===== src/rtl/hzd_pkg.sv =====
package hzd_pkg;
    localparam int REG_AW = 5;

    typedef logic [REG_AW-1:0] reg_id_t;

    typedef enum logic [1:0] {
        SRC_RF  = 2'b00,
        SRC_WB  = 2'b01,
        SRC_MEM = 2'b10
    } byp_e;

    typedef struct packed {
        reg_id_t dst;
        logic    wr;
        logic    ld;
    } prod_t;

    function automatic logic dep_hit(reg_id_t src, reg_id_t dst, logic wr);
        return wr && (dst != '0) && (dst == src);
    endfunction
endpackage


===== src/rtl/hzd_ex_bypass.sv =====
module hzd_ex_bypass
    import hzd_pkg::*;
(
    input  reg_id_t src,
    input  reg_id_t mem_dst,
    input  logic    mem_wr,
    input  reg_id_t wb_dst,
    input  logic    wb_wr,
    output byp_e    sel
);
    always_comb begin
        if (dep_hit(src, mem_dst, mem_wr))
            sel = SRC_MEM;
        else if (dep_hit(src, wb_dst, wb_wr))
            sel = SRC_WB;
        else
            sel = SRC_RF;
    end
endmodule


===== src/rtl/hzd_id_bypass.sv =====
module hzd_id_bypass
    import hzd_pkg::*;
(
    input  reg_id_t src,
    input  prod_t   mem_p,
    output byp_e    sel
);
    // a load's data is not ready in the memory stage; the stall logic covers it
    always_comb begin
        if (!mem_p.ld && dep_hit(src, mem_p.dst, mem_p.wr))
            sel = SRC_MEM;
        else
            sel = SRC_RF;
    end
endmodule


===== src/rtl/hzd_stall.sv =====
module hzd_stall
    import hzd_pkg::*;
(
    input  reg_id_t id_rs,
    input  reg_id_t id_rt,
    input  logic    id_beq,
    input  prod_t   ex_p,
    input  prod_t   mem_p,
    output logic    stall
);
    logic ex_dep, mem_dep, load_use, br_on_ex, br_on_mem;

    always_comb begin
        ex_dep    = dep_hit(id_rs, ex_p.dst, ex_p.wr)  || dep_hit(id_rt, ex_p.dst, ex_p.wr);
        mem_dep   = dep_hit(id_rs, mem_p.dst, mem_p.wr) || dep_hit(id_rt, mem_p.dst, mem_p.wr);
        load_use  = ex_p.ld && ex_dep;
        br_on_ex  = id_beq && ex_dep;
        br_on_mem = id_beq && mem_p.ld && mem_dep;
        stall     = load_use || br_on_ex || br_on_mem;
    end
endmodule


===== src/rtl/hzd_unit.sv =====
module hzd_unit
    import hzd_pkg::*;
(
    input  logic [hzd_pkg::REG_AW-1:0] id_rs,
    input  logic [hzd_pkg::REG_AW-1:0] id_rt,
    input  logic                       id_beq,
    input  logic                       id_jump,
    input  logic                       br_equal,
    input  logic [hzd_pkg::REG_AW-1:0] ex_rs,
    input  logic [hzd_pkg::REG_AW-1:0] ex_rt,
    input  logic [hzd_pkg::REG_AW-1:0] ex_rd,
    input  logic                       ex_we,
    input  logic                       ex_ld,
    input  logic [hzd_pkg::REG_AW-1:0] mem_rd,
    input  logic                       mem_we,
    input  logic                       mem_ld,
    input  logic [hzd_pkg::REG_AW-1:0] wb_rd,
    input  logic                       wb_we,
    output logic [1:0]                 fwd_ex_a,
    output logic [1:0]                 fwd_ex_b,
    output logic [1:0]                 fwd_id_a,
    output logic [1:0]                 fwd_id_b,
    output logic                       hold_fetch,
    output logic                       bubble_ex,
    output logic                       flush_fd
);
    localparam int NUM_OPS = 2;

    prod_t   ex_p, mem_p;
    reg_id_t ex_src [NUM_OPS];
    reg_id_t id_src [NUM_OPS];
    byp_e    ex_sel [NUM_OPS];
    byp_e    id_sel [NUM_OPS];
    logic    stall;

    assign ex_p      = '{dst: ex_rd,  wr: ex_we,  ld: ex_ld};
    assign mem_p     = '{dst: mem_rd, wr: mem_we, ld: mem_ld};
    assign ex_src[0] = ex_rs;
    assign ex_src[1] = ex_rt;
    assign id_src[0] = id_rs;
    assign id_src[1] = id_rt;

    for (genvar i = 0; i < NUM_OPS; i++) begin : g_op
        hzd_ex_bypass u_exb (
            .src     (ex_src[i]),
            .mem_dst (mem_rd),
            .mem_wr  (mem_we),
            .wb_dst  (wb_rd),
            .wb_wr   (wb_we),
            .sel     (ex_sel[i])
        );
        hzd_id_bypass u_idb (
            .src   (id_src[i]),
            .mem_p (mem_p),
            .sel   (id_sel[i])
        );
    end

    hzd_stall u_stall (
        .id_rs  (id_rs),
        .id_rt  (id_rt),
        .id_beq (id_beq),
        .ex_p   (ex_p),
        .mem_p  (mem_p),
        .stall  (stall)
    );

    assign fwd_ex_a   = ex_sel[0];
    assign fwd_ex_b   = ex_sel[1];
    assign fwd_id_a   = id_sel[0];
    assign fwd_id_b   = id_sel[1];
    assign hold_fetch = stall;
    assign bubble_ex  = stall;
    // a stalled branch has not compared valid data yet, so it may not redirect
    assign flush_fd   = !stall && (id_jump || (id_beq && br_equal));
endmodule


===== config.mk =====
export PLATFORM = sky130hd
export DESIGN_NAME = hzd_unit
export DESIGN_NICKNAME = d
export VERILOG_FILES = /design/src/rtl/hzd_pkg.sv /design/src/rtl/hzd_ex_bypass.sv /design/src/rtl/hzd_id_bypass.sv /design/src/rtl/hzd_stall.sv /design/src/rtl/hzd_unit.sv
export SDC_FILE = /design/constraint.sdc
export NUM_CORES = 1
export LEC_CHECK = 0
export BUFFER_PORTS_ARGS = -buffer_cell sky130_fd_sc_hd__buf_2
export CORE_MARGIN = 2
export CORE_UTILIZATION = 35
export DETAILED_ROUTE_END_ITERATION = 10
export PLACE_DENSITY = 0.74
export REMOVE_ABC_BUFFERS = 1
export SLEW_MARGIN = 30
export SYNTH_ARGS = -nofsm -noshare
export SYNTH_HDL_FRONTEND = slang
export SYNTH_SLANG_ARGS = --single-unit

===== constraint.sdc =====
create_clock -name vclk -period 1.3
set_input_delay 0.065 -clock vclk [all_inputs]
set_output_delay 0.065 -clock vclk [all_outputs]
set_load 0.01 [all_outputs]

; ---- Yosys cells after proc, flatten, opt, wreduce, memory -nomap -nowiden
; Index checks and enable logic that the tools add are counted.
[word_totals]
romBits = 0
mem_count = 0
reg_bits = 0
mem_bits_rw = 0
input_bits = 43
latch_bits = 0
word_cells = 43
output_inout_bits = 11
[classes]
magnitude_cmp = 0
mux = 6
n_reduce_logical = 29
n_bitwise = 0
n_eq_ne = 8
multipliers = 0
div_mod_pow = 0
add_sub_neg = 0
n_shift = 0
[op_table]
columns = op, count
row1 = $eq 5x5->1, 8
row2 = $logic_and 1x1->1, 19
row3 = $reduce_bool 5->1, 3
row4 = $mux 2, 4
row5 = $logic_or 1x1->1, 5
row6 = $logic_not 1->1, 2
row7 = $mux 1, 2

; ---- Logic depth before layout (Yosys ltp)
[logic_depth]
word_depth = 9
ltp_mapped = 7
depth_no_buf = 5

; ---- Hierarchy
; From an unflattened synthesis, not the netlist that was laid out.
[unflattened]
hier_cells = 104
area_unflattened_um2 = 785.8
[modules_own_cells]
columns = mod, n_inst, seq_area_each_um2, area_each_um2, cells_per_inst
row1 = hzd_ex_bypass, 2, 0.0, 151.4, 20
row2 = hzd_stall, 1, 0.0, 264.0, 35
row3 = hzd_id_bypass, 2, 0.0, 101.3, 13
row4 = hzd_unit, 1, 0.0, 16.3, 3

; ---- Least setup slack after synthesis
; No wires, ideal clock.
[synth_timing]
kind = input port to output port
start = input port mem_rd[3] in the netlist's numbering
end = output port hold_fetch
arrival_time_ps = 1395
n_path_buf = 2
t_required_ps = 1235
setup_slack_ps = -160
cell_stages = 6
cell_sequence = buf_2 > or4_4 > o21ai_4 > a211o_1 > o21ai_0 > buf_4
[synth_via]
elab_chain_cells = 6
elab_cells_between_ends = 9
cone_classes = 2 x eq/ne / 7 x reduce/logical
[synth_lines]
columns = element, line_no
row1 = start: declaration, hzd_unit.sv:14  ; input logic [hzd_pkg::REG_AW-1:0] mem_rd,
row2 = $reduce_bool 5->1, hzd_pkg.sv:19  ; return wr && (dst != '0) && (dst == src);
row3 = $logic_and 1x1->1 (2 in a row), hzd_pkg.sv:19
row4 = $logic_or 1x1->1 (*), hzd_stall.sv:15  ; mem_dep = dep_hit(id_rs, mem_p.dst, mem_p.wr) || dep_hit(id_rt, mem_p.dst, mem_p.wr);
row5 = $logic_and 1x1->1 (*), hzd_stall.sv:18  ; br_on_mem = id_beq && mem_p.ld && mem_dep;
row6 = $logic_or 1x1->1 (*), hzd_stall.sv:19  ; stall = load_use || br_on_ex || br_on_mem;
row7 = end: declaration, hzd_unit.sv:23  ; output logic hold_fetch,
; Every way passes the cells marked *; elsewhere a longest branch is shown, timed or not.

; ---- Worst setup path after layout
[layout_timing]
start = input port mem_rd[2] in the netlist's numbering
end = output port flush_fd
[layout_via]
elab_chain_cells = 8
elab_cells_between_ends = 11
cone_classes = 2 x eq/ne / 9 x reduce/logical
[layout_lines]
columns = element, line_no
row1 = $reduce_bool 5->1, hzd_pkg.sv:19
row2 = $logic_and 1x1->1 (2 in a row), hzd_pkg.sv:19
row3 = $logic_or 1x1->1 (*), hzd_stall.sv:15
row4 = $logic_and 1x1->1 (*), hzd_stall.sv:18
row5 = $logic_or 1x1->1 (*), hzd_stall.sv:19
row6 = $logic_not 1->1 (*), hzd_unit.sv:75  ; assign flush_fd = !stall && (id_jump || (id_beq && br_equal));
row7 = $logic_and 1x1->1 (*), hzd_unit.sv:75
row8 = end: declaration, hzd_unit.sv:25  ; output logic flush_fd
; Marked as above.

==> flow_metrics.env <==
export IMPL_grt_pass1_wl_mm=2.86
export IMPL_period_share_pct=113
export IMPL_wl_per_cell_um=12.4
export IMPL_critPathLaunchType="primary input"
export IMPL_worstPathRequired_ns=1.24
export IMPL_cp_arrival_ns=1.40
export IMPL_rsz0062_at_grt="yes"
export IMPL_grt_pass1_vias=734
export IMPL_p_leak_nw=0.508
export IMPL_dr_pass1_iters=2
export IMPL_nets=186
export IMPL_worst_slack_ns=-0.168
export IMPL_yosysMostFrequentCell="xor2_1"
export IMPL_drv_slew=0
export IMPL_start_util_pct=36.5
export IMPL_fin_crit_ns=1.47
export IMPL_place_inst=161
export IMPL_diodes=0
export IMPL_critPathMaxFanout=3
export IMPL_stdcell_count=166
export IMPL_final_hold_violation_count=0
export IMPL_fillers=152
export IMPL_core_area_um2=1710
export IMPL_drtAntennaViolNets=0
export IMPL_drt_iter0_drc=6
export IMPL_synth_top_area_cell="xor2_1"
export IMPL_ys_seq_area_share_pct=0
export IMPL_ir_worst_vdd_mv=0.159
export IMPL_cp_end_kind="primary output"
export IMPL_globalRouteOverflowTotal=0
export IMPL_fp_dieArea_um2=2130
export IMPL_grt_max_degree=5
export IMPL_hold_ws_ns=0.426
export IMPL_seq_cells=0
export IMPL_areaGrowthSynthToFinish_pct=71.5
export IMPL_grt_usage_pct=17.7
export IMPL_vias=780
export IMPL_vias_per_cell=4.70
export IMPL_drc=0
export IMPL_setup_viol=9
export IMPL_ys_warn_count=0
export IMPL_synth_top_cells_by_area="xor2_1 (35%), xnor2_1 (21%), nor4_2 (8.0%)"
export IMPL_port_buffers=52
export IMPL_gp_congestion=0.779
export IMPL_outcome="finished, violations left"
export IMPL_drive_above_1_share_pct=56.7
export IMPL_die_w_um=46.2
export IMPL_register_area_um2=0
export IMPL_multiInputGateArea_um2=606
export IMPL_synth_commonest_cells="xor2_1 (25), xnor2_1 (15), nor3_1 (6)"
export IMPL_wl_mm=2.06
export IMPL_drv_cap=0
export IMPL_fmax_ghz=0.681
export IMPL_synth_cell_type_count=21
export IMPL_dieHeight_um=46.2
export IMPL_hp_class="primary input to primary output"
export IMPL_antenna_found_initial=0
export IMPL_netlist_area_um2=623
export IMPL_syn_avg_cell_area_um2=7.99
export IMPL_clkbuf_count=0
export IMPL_p_per_area_nw_per_um2=306
export IMPL_synthCells=78
export IMPL_hpwl_mm=1.69
export IMPL_violations="negative setup slack"
export IMPL_synth_top_area_share_pct=35.1
export IMPL_ioPinCount=54
export IMPL_std_cell_rows=15
export IMPL_path_class="primary input to primary output"
==> through the flow <==
step | instance area, um2 | TNS [ns] | setup WS [ns] | utilization (%) | total power (W)
2_1_floorplan | 576 | -0.0317 | -0.0159 | - | 0.000132
3_3_place_gp | 965 | -0.747 | -0.158 | 56.5 | 0.000283
3_5_place_dp | 965 | -0.812 | -0.168 | 56.5 | 0.000293
4_1_cts | 1040 | -0.718 | -0.165 | 60.7 | 0.000314
5_1_grt | 1070 | -1.45 | -0.231 | 62.6 | 0.000353
6_report | 1070 | -0.894 | -0.168 | 62.6 | 0.000327
==> cells by family (layout without fill, tap and decap cells) <==
kind of cell | Yosys count | in the layout | synth area share (%)
AOI/OAI and AO/OA | 8 | 8 | 10.8
and+or+nand+nor | 21 | 21 | 24.1
other | 1 | 2 | 0.602
buffers and inverters | 8 | 70 | 8.23
xor gates and xnor gates | 40 | 40 | 56.2
==> power by group <==
group | total, W | leakage (nW) | switching (W) | internal, W
clock | 0 | 0 | 0 | 0
sequential | 0 | 0 | 0 | 0
combinational | 0.000327 | 0.508 | 0.000153 | 0.000174
==> path summary, 6_finish.rpt <==
| check | startpoint | to | slack [ns] | cells after the start |
|---|---|---|---|---|
| max | mem_rd[2] | flush_fd | -0.17 | 7 |
| min | mem_ld | fwd_id_b[1] | 0.43 | 3 |
==> critical path, cell delays in order <==
cell and delay [ns]:
buf_6 0.09, or4_4 0.53, o21ai_4 0.23, buf_6 0.13, a211o_1 0.10, o211a_1 0.13
buf_2 0.12
==> cells in the final DEF, fill, tap and decap left out, drive strengths merged, types with 2 or more instances in the layout <==
| cell type | instances |
|---|---|
| nand3 | 5 |
| xnor2 | 15 |
| o21ai | 3 |
| buf | 70 |
| conb | 2 |
| or4 | 5 |
| nor3 | 6 |
| xor2 | 25 |
| nor4 | 4 |
==> final cells by class <==
cell class	count	area share [%]
Multi-Input combinational cell	71	56.7
Timing Repair Buffer	70	40.4
Tap cell	25	2.93
==> routing by layer <==
layer / track usage (%) / up-vias / part of all wire (%)
li1: - / 394 / -
met3: 0.392 / 0 / 6.4
met5: 0 / - / 0
met4: 0 / 0 / 0
met2: 37.8 / 40 / 55
met1: 19.8 / 346 / 39
==> repair_timing <==
| item | in CTS | in global routing |
|---|---|---|
| pin swaps | 7 | 6 |
| resized for setup | 10 | 5 |
| buffers inserted | 4 | 2 |
| cloned | 0 | 0 |
| hold buffers | 0 | 0 |
| setup endpoints to repair | 6 | 9 |
Note: power is estimated with default switching activity, not from simulation.
